===== src/rtl/exti_pkg.sv =====
package exti_pkg;
  localparam int unsigned EXTI_LINES = 16;
  localparam int unsigned EXTI_PORTS = 4;
  localparam int unsigned ADDR_W     = 3;

  typedef enum logic [ADDR_W-1:0] {
    ADDR_SEL  = 3'd0,
    ADDR_RISE = 3'd1,
    ADDR_FALL = 3'd2,
    ADDR_MASK = 3'd3,
    ADDR_CLR  = 3'd4
  } exti_addr_e;
endpackage


===== src/rtl/exti_sync.sv =====
module exti_sync #(
  parameter int unsigned WIDTH = 64
) (
  input  logic             clk_i,
  input  logic             rst_ni,
  input  logic [WIDTH-1:0] src_i,
  output logic [WIDTH-1:0] dst_o
);
  logic [WIDTH-1:0] meta_q, sync_q;

  always_ff @(posedge clk_i or negedge rst_ni) begin
    if (!rst_ni) begin
      meta_q <= '0;
      sync_q <= '0;
    end else begin
      meta_q <= src_i;
      sync_q <= meta_q;
    end
  end

  assign dst_o = sync_q;

  AST_SYNC_TWO_STAGE: assert property (@(posedge clk_i) disable iff (!rst_ni)
    $past(rst_ni, 2) |-> dst_o == $past(src_i, 2));
endmodule


===== src/rtl/exti_line.sv =====
module exti_line #(
  parameter int unsigned NUM_PORTS = 4,
  parameter int unsigned SEL_W     = 2
) (
  input  logic                 clk_i,
  input  logic                 rst_ni,
  input  logic [NUM_PORTS-1:0] pins_i,
  input  logic [SEL_W-1:0]     sel_i,
  input  logic                 rise_en_i,
  input  logic                 fall_en_i,
  output logic                 edge_o
);
  logic cur, prev_q, mute;
  logic [SEL_W-1:0] sel_d_q;

  // out-of-range codes read as low
  always_comb begin
    cur = 1'b0;
    if (int'(sel_i) < NUM_PORTS) cur = pins_i[sel_i];
  end

  always_ff @(posedge clk_i or negedge rst_ni) begin
    if (!rst_ni) begin
      prev_q  <= 1'b0;
      sel_d_q <= '0;
    end else begin
      prev_q  <= cur;
      sel_d_q <= sel_i;
    end
  end

  // prev_q still holds the old source for one cycle after a select change
  assign mute   = (sel_i != sel_d_q);
  assign edge_o = !mute && ((rise_en_i && cur && !prev_q) ||
                            (fall_en_i && !cur && prev_q));

  AST_EDGE_NEEDS_ENABLE: assert property (@(posedge clk_i) disable iff (!rst_ni)
    edge_o |-> (rise_en_i || fall_en_i));
  AST_NO_EDGE_ON_RESELECT: assert property (@(posedge clk_i) disable iff (!rst_ni)
    $past(rst_ni) && !$stable(sel_i) |-> !edge_o);
endmodule


===== src/rtl/exti_arbiter.sv =====
module exti_arbiter #(
  parameter int unsigned NUM_LINES = 16,
  parameter int unsigned IDX_W     = 4
) (
  input  logic [NUM_LINES-1:0] req_i,
  output logic                 valid_o,
  output logic [IDX_W-1:0]     idx_o
);
  always_comb begin
    idx_o = '0;
    for (int i = NUM_LINES - 1; i >= 0; i--) begin
      if (req_i[i]) idx_o = IDX_W'(i);
    end
  end

  assign valid_o = |req_i;

  always_comb begin
    if (valid_o) begin
      AST_IDX_IS_REQUESTER: assert (req_i[idx_o]);
    end
  end
endmodule


===== src/rtl/exti_ctrl.sv =====
module exti_ctrl
  import exti_pkg::*;
#(
  parameter int unsigned NUM_LINES = EXTI_LINES,
  parameter int unsigned NUM_PORTS = EXTI_PORTS,
  localparam int unsigned SEL_W    = (NUM_PORTS > 1) ? $clog2(NUM_PORTS) : 1,
  localparam int unsigned IDX_W    = $clog2(NUM_LINES),
  localparam int unsigned DATA_W   = NUM_LINES * SEL_W,
  localparam int unsigned PIN_W    = NUM_LINES * NUM_PORTS
) (
  input  logic                 clk_i,
  input  logic                 rst_ni,
  input  logic [PIN_W-1:0]     gpio_i,
  input  logic                 wr_en_i,
  input  logic [ADDR_W-1:0]    wr_addr_i,
  input  logic [DATA_W-1:0]    wr_data_i,
  output logic [NUM_LINES-1:0] pending_o,
  output logic                 irq_o,
  output logic [IDX_W-1:0]     irq_idx_o
);
  logic [DATA_W-1:0]    sel_q;
  logic [NUM_LINES-1:0] rise_q, fall_q, mask_q, pend_q;
  logic [NUM_LINES-1:0] clr_vec, edge_vec;
  logic [PIN_W-1:0]     gpio_s;

  always_ff @(posedge clk_i or negedge rst_ni) begin
    if (!rst_ni) begin
      sel_q  <= '0;
      rise_q <= '0;
      fall_q <= '0;
      mask_q <= '0;
    end else if (wr_en_i) begin
      case (wr_addr_i)
        ADDR_SEL:  sel_q  <= wr_data_i;
        ADDR_RISE: rise_q <= wr_data_i[NUM_LINES-1:0];
        ADDR_FALL: fall_q <= wr_data_i[NUM_LINES-1:0];
        ADDR_MASK: mask_q <= wr_data_i[NUM_LINES-1:0];
        default: ;
      endcase
    end
  end

  assign clr_vec = (wr_en_i && wr_addr_i == ADDR_CLR) ? wr_data_i[NUM_LINES-1:0] : '0;

  exti_sync #(.WIDTH(PIN_W)) u_sync (
    .clk_i  (clk_i),
    .rst_ni (rst_ni),
    .src_i  (gpio_i),
    .dst_o  (gpio_s)
  );

  for (genvar n = 0; n < NUM_LINES; n++) begin : g_line
    logic [NUM_PORTS-1:0] pins;
    for (genvar p = 0; p < NUM_PORTS; p++) begin : g_port
      assign pins[p] = gpio_s[p*NUM_LINES + n];
    end

    exti_line #(.NUM_PORTS(NUM_PORTS), .SEL_W(SEL_W)) u_line (
      .clk_i     (clk_i),
      .rst_ni    (rst_ni),
      .pins_i    (pins),
      .sel_i     (sel_q[n*SEL_W +: SEL_W]),
      .rise_en_i (rise_q[n]),
      .fall_en_i (fall_q[n]),
      .edge_o    (edge_vec[n])
    );
  end

  // new edge beats a same-cycle clear
  always_ff @(posedge clk_i or negedge rst_ni) begin
    if (!rst_ni) pend_q <= '0;
    else         pend_q <= (pend_q & ~clr_vec) | edge_vec;
  end

  exti_arbiter #(.NUM_LINES(NUM_LINES), .IDX_W(IDX_W)) u_arb (
    .req_i   (pend_q & mask_q),
    .valid_o (irq_o),
    .idx_o   (irq_idx_o)
  );

  assign pending_o = pend_q;

  AST_PEND_STICKY: assert property (@(posedge clk_i) disable iff (!rst_ni)
    (~pend_q & $past(pend_q & ~clr_vec)) == '0);
  AST_EDGE_BEATS_CLEAR: assert property (@(posedge clk_i) disable iff (!rst_ni)
    |(clr_vec & edge_vec) |=> (pend_q & $past(clr_vec & edge_vec)) == $past(clr_vec & edge_vec));
  AST_IRQ_ENABLED_LINE: assert property (@(posedge clk_i) disable iff (!rst_ni)
    irq_o |-> pend_q[irq_idx_o] && mask_q[irq_idx_o]);
endmodule


===== config.mk =====
export PLATFORM = sky130hd
export DESIGN_NAME = exti_ctrl
export DESIGN_NICKNAME = d
export VERILOG_FILES = /design/src/rtl/exti_pkg.sv /design/src/rtl/exti_sync.sv /design/src/rtl/exti_line.sv /design/src/rtl/exti_arbiter.sv /design/src/rtl/exti_ctrl.sv
export SDC_FILE = /design/constraint.sdc
export NUM_CORES = 1
export LEC_CHECK = 0
export ABC_AREA = 1
export BUFFER_PORTS_ARGS = -buffer_cell sky130_fd_sc_hd__buf_2
export CAP_MARGIN = 0
export CORE_MARGIN = 2
export CORE_UTILIZATION = 50
export DETAILED_ROUTE_END_ITERATION = 8
export PLACE_DENSITY = 0.74
export SYNTH_ARGS = -nofsm -noshare
export SYNTH_HDL_FRONTEND = slang
export SYNTH_SLANG_ARGS = --single-unit

===== constraint.sdc =====
create_clock -name clk_i -period 3.8 [get_ports clk_i]
set_clock_uncertainty 0.2 [all_clocks]
set_input_delay 0.38 -clock clk_i [delete_from_list [all_inputs] [get_ports clk_i]]
set_output_delay 0.38 -clock clk_i [all_outputs]
set_load 0.1 [all_outputs]

==> results.toml <==
[timing]
slew_headroom = 0.420
hold_violations = 0
period_minus_slack_ns = 2.87
fmax_ghz = 0.349
finalSetupViolations = 0
finalSetupTns_ns = 0
maxSlewViolCount = 0
worst_pin_slew_ns = 0.867
rsz0062_at_grt = "false"
finalCritPeriodShare = 0.755

[routing]
vias = 6255
viasPerCell = 4.86
routed_wl_um = 18700
ant_nets = 0
drtPass1Iterations = 6
drt_iter0_markers = 407
wl_per_cell_um = 14.5
drc = 6

[job]
maxCapViolations = 0

[pwr]
seq_power_share = 0.445
clkPwrFrac = 0.316
p_per_area_nw_per_um2 = 675
pwr-share-comb = 0.239
peakVddDrop_uv = 454
p_leak_nw = 5.92
p_switching_mw = 2.78
power.internal_mw = 5.33
p_sw_frac = 0.343

[grt]
antenna_found_initial = 0
grt.overflow.total = 0
grt_pass1_wl_um = 31400
grt_pass1_vias = 6511
grt.total_usage = 0.200
grt_max_degree = 115

[clock_network]
postCtsSetupBuffers = 0
clock-sinks = 272
worstSkewPairLatency_ns = 0.53
cts_tree = "yes"
cts_root_buffer = "clkbuf_16"
cts.path.max_buffers = 3
cts_made_buffers = 27
cts_resized = 0
htree_levels = 1
path_clk_slew_ns = 0.06

[setup_path]
cp_max_fo = 3
required_ns = 3.22
cp_slowest_stage_delay_ns = 0.45
start_kind = "register"
endpoint_kind = "output pin"
path_cells = "nand2_2 -> clkinv_1 -> nand2_1 -> nand2_1 -> nand2_1 -> nand2_1 -> nand2_1 -> nand2_1 -> nand2_1 -> nand2_1 -> nand2_1 -> nand2_1 -> nand2_1 -> nand2_1 -> nand2_1 -> a21oi_2 -> buf_2"
crit_family = "simple AND/OR/NAND/NOR gates"
worst_path_most_repeated_cell = "nand2_1"
cp.buffers_inverters = 2
crit_arrival_ns = 2.29
crit_type = "reg2out"
cp_slowest_cell = "buf_2"

[floorplan]
io_pins = 123
fp-row-count = 49
dieHeight_um = 140
start_util = 0.513
coreArea_um2 = 18100
die_w_um = 140
die-area_um2 = 19600

[yosys]
synth_fp_nets = 901
avgSynthCellArea_um2 = 11.6
synth.area.top_cells = "dfrtp_1 (73%), nand2_1 (7.3%), o21ai_1 (4.1%)"
yosys_warnings = 0
ys_ff_latch = 272
synth_cell_types = 23
yosysTopAreaCell = "dfrtp_1"
syn_inst = 799
netlist_area_um2 = 9270
ys.flop_type = "dfrtp_1"
synth_edf_count = 0
synth_top_area_share = 0.734
async_flop_share = 1.00
ys_seq_area_frac = 0.734

[finish]
diodes = 0
final_cell_mix = "dfrtp_1 (272), nand2_1 (179), buf_2 (121)"
fin_cells = 1286
final_common_cell = "dfrtp_1"
drive_gt1_frac = 0.181
nNetsFinal = 1138
area_growth_pct = 29.4

[placement]
place_inst = 1143
numPortBuffers = 122
place.gp.congestion = 0.781
dp_hpwl_um = 11200

[min_path]
hold_path_class = "in2reg"

[status]
violations = "DRC"
run_status = "finished with violations"
## registers in the layout, summed over array words and instances (netlist names)
signal	flops
fall_q	16
g_line.u_line.prev_q	16
g_line.u_line.sel_d_q	32
mask_q	16
pending_o	16
rise_q	16
sel_q	32
u_sync.dst_o	64
u_sync.meta_q	64
## logic make-up after synthesis
family          count (synthesis)  synth area share
compound gates                150            0.0884
simple gates                  243             0.105
flops                         272             0.734
xor+xnor                       32            0.0302
buf+inv                       102            0.0417
## cells in the mapped netlist (2+ instances only)
cell and n:
o41ai_1 16, xor2_1 32, inv_1 76, o21ai_0 5, clkbuf_1 13, nand2_1 180
buf_2 3, a21oi_1 50, dfrtp_1 272, nand3_1 35, nor2_1 20, nand3b_1 2
nand2_2 2, o21ai_1 76, inv_2 9
## worst register-to-register path: cells and delay by family, from the launching register on
family                 cells  cell delay, ns
buffers and inverters      2            0.17
DFF                        1            0.43
AOI/OAI and AO/OA          2            0.37
and+or+nand+nor            3            0.20
## routing by layer
layer / vias up / share of wire / global-route usage
met5: - / 0 / 0
met4: 0 / 0.020 / 0.0484
met3: 30 / 0.060 / 0.0479
met2: 132 / 0.48 / 0.332
met1: 3037 / 0.43 / 0.270
li1: 3056 / - / -
## area by class of cell
type / instances / area [um2]
clock buffers: 36 / 739
clock inverters: 14 / 124
multi-input cells: 425 / 2090
repair buffers: 224 / 1630
inverters: 86 / 323
flip-flops and latches: 272 / 6810
fillers: 1328 / 6090
well taps: 229 / 287
## per-stage QoR
step / power (mW) / utilization / setup slack, ns / cell area (um2) / hold slack, ns
after global routing: 8.54 / 0.663 / 0.676 / 12000 / 0.00832
after detailed placement: 5.51 / 0.564 / 1.51 / 10200 / 0.135
after floorplan: 5.02 / - / 0.234 / 9280 / -0.116
final: 8.10 / 0.663 / 0.931 / 12000 / 0.00484
after global placement: 5.46 / 0.564 / 1.53 / 10200 / 0.131
after CTS: 8.16 / 0.663 / 0.929 / 12000 / 0.00137
## path summary, 6_finish.rpt
check / start / to / slack, ns / cells after the start
worst max register to register: sel_q[28]$_DFFE_PN0P_ / pending_o[14]$_DFF_PN0_ / 2.28 / 7
worst max-delay path: pending_o[15]$_DFF_PN0_ / irq_idx_o[0] / 0.93 / 17
worst min-delay path: wr_data_i[11] / rise_q[11]$_DFFE_PN0P_ / 0.005 / 3
max in group asynchronous: rst_ni / u_sync.dst_o[35]$_DFF_PN0_ / 2.18 / 3
worst min register to register: u_sync.meta_q[32]$_DFF_PN0_ / u_sync.dst_o[32]$_DFF_PN0_ / 0.15 / 0
min in group asynchronous: rst_ni / u_sync.meta_q[33]$_DFF_PN0_ / 0.30 / 2
## power by group through the flow
stage | clock network (mW) | logic (mW) | registers [mW]
6_report | 2.56 | 1.93 | 3.61
2_1_floorplan | 0 | 0.818 | 4.20
3_3_place_gp | 0 | 1.83 | 3.63
4_1_cts | 2.61 | 1.94 | 3.61
5_1_grt | 2.77 | 2.11 | 3.66
3_5_place_dp | 0 | 1.85 | 3.66
## timing repair
action,4_1_cts,5_1_grt
endpoints found under the hold margin,215,0
endpoints found under the setup margin,0,0
hold buffers,93,0
(Power assumes the default switching activity.)
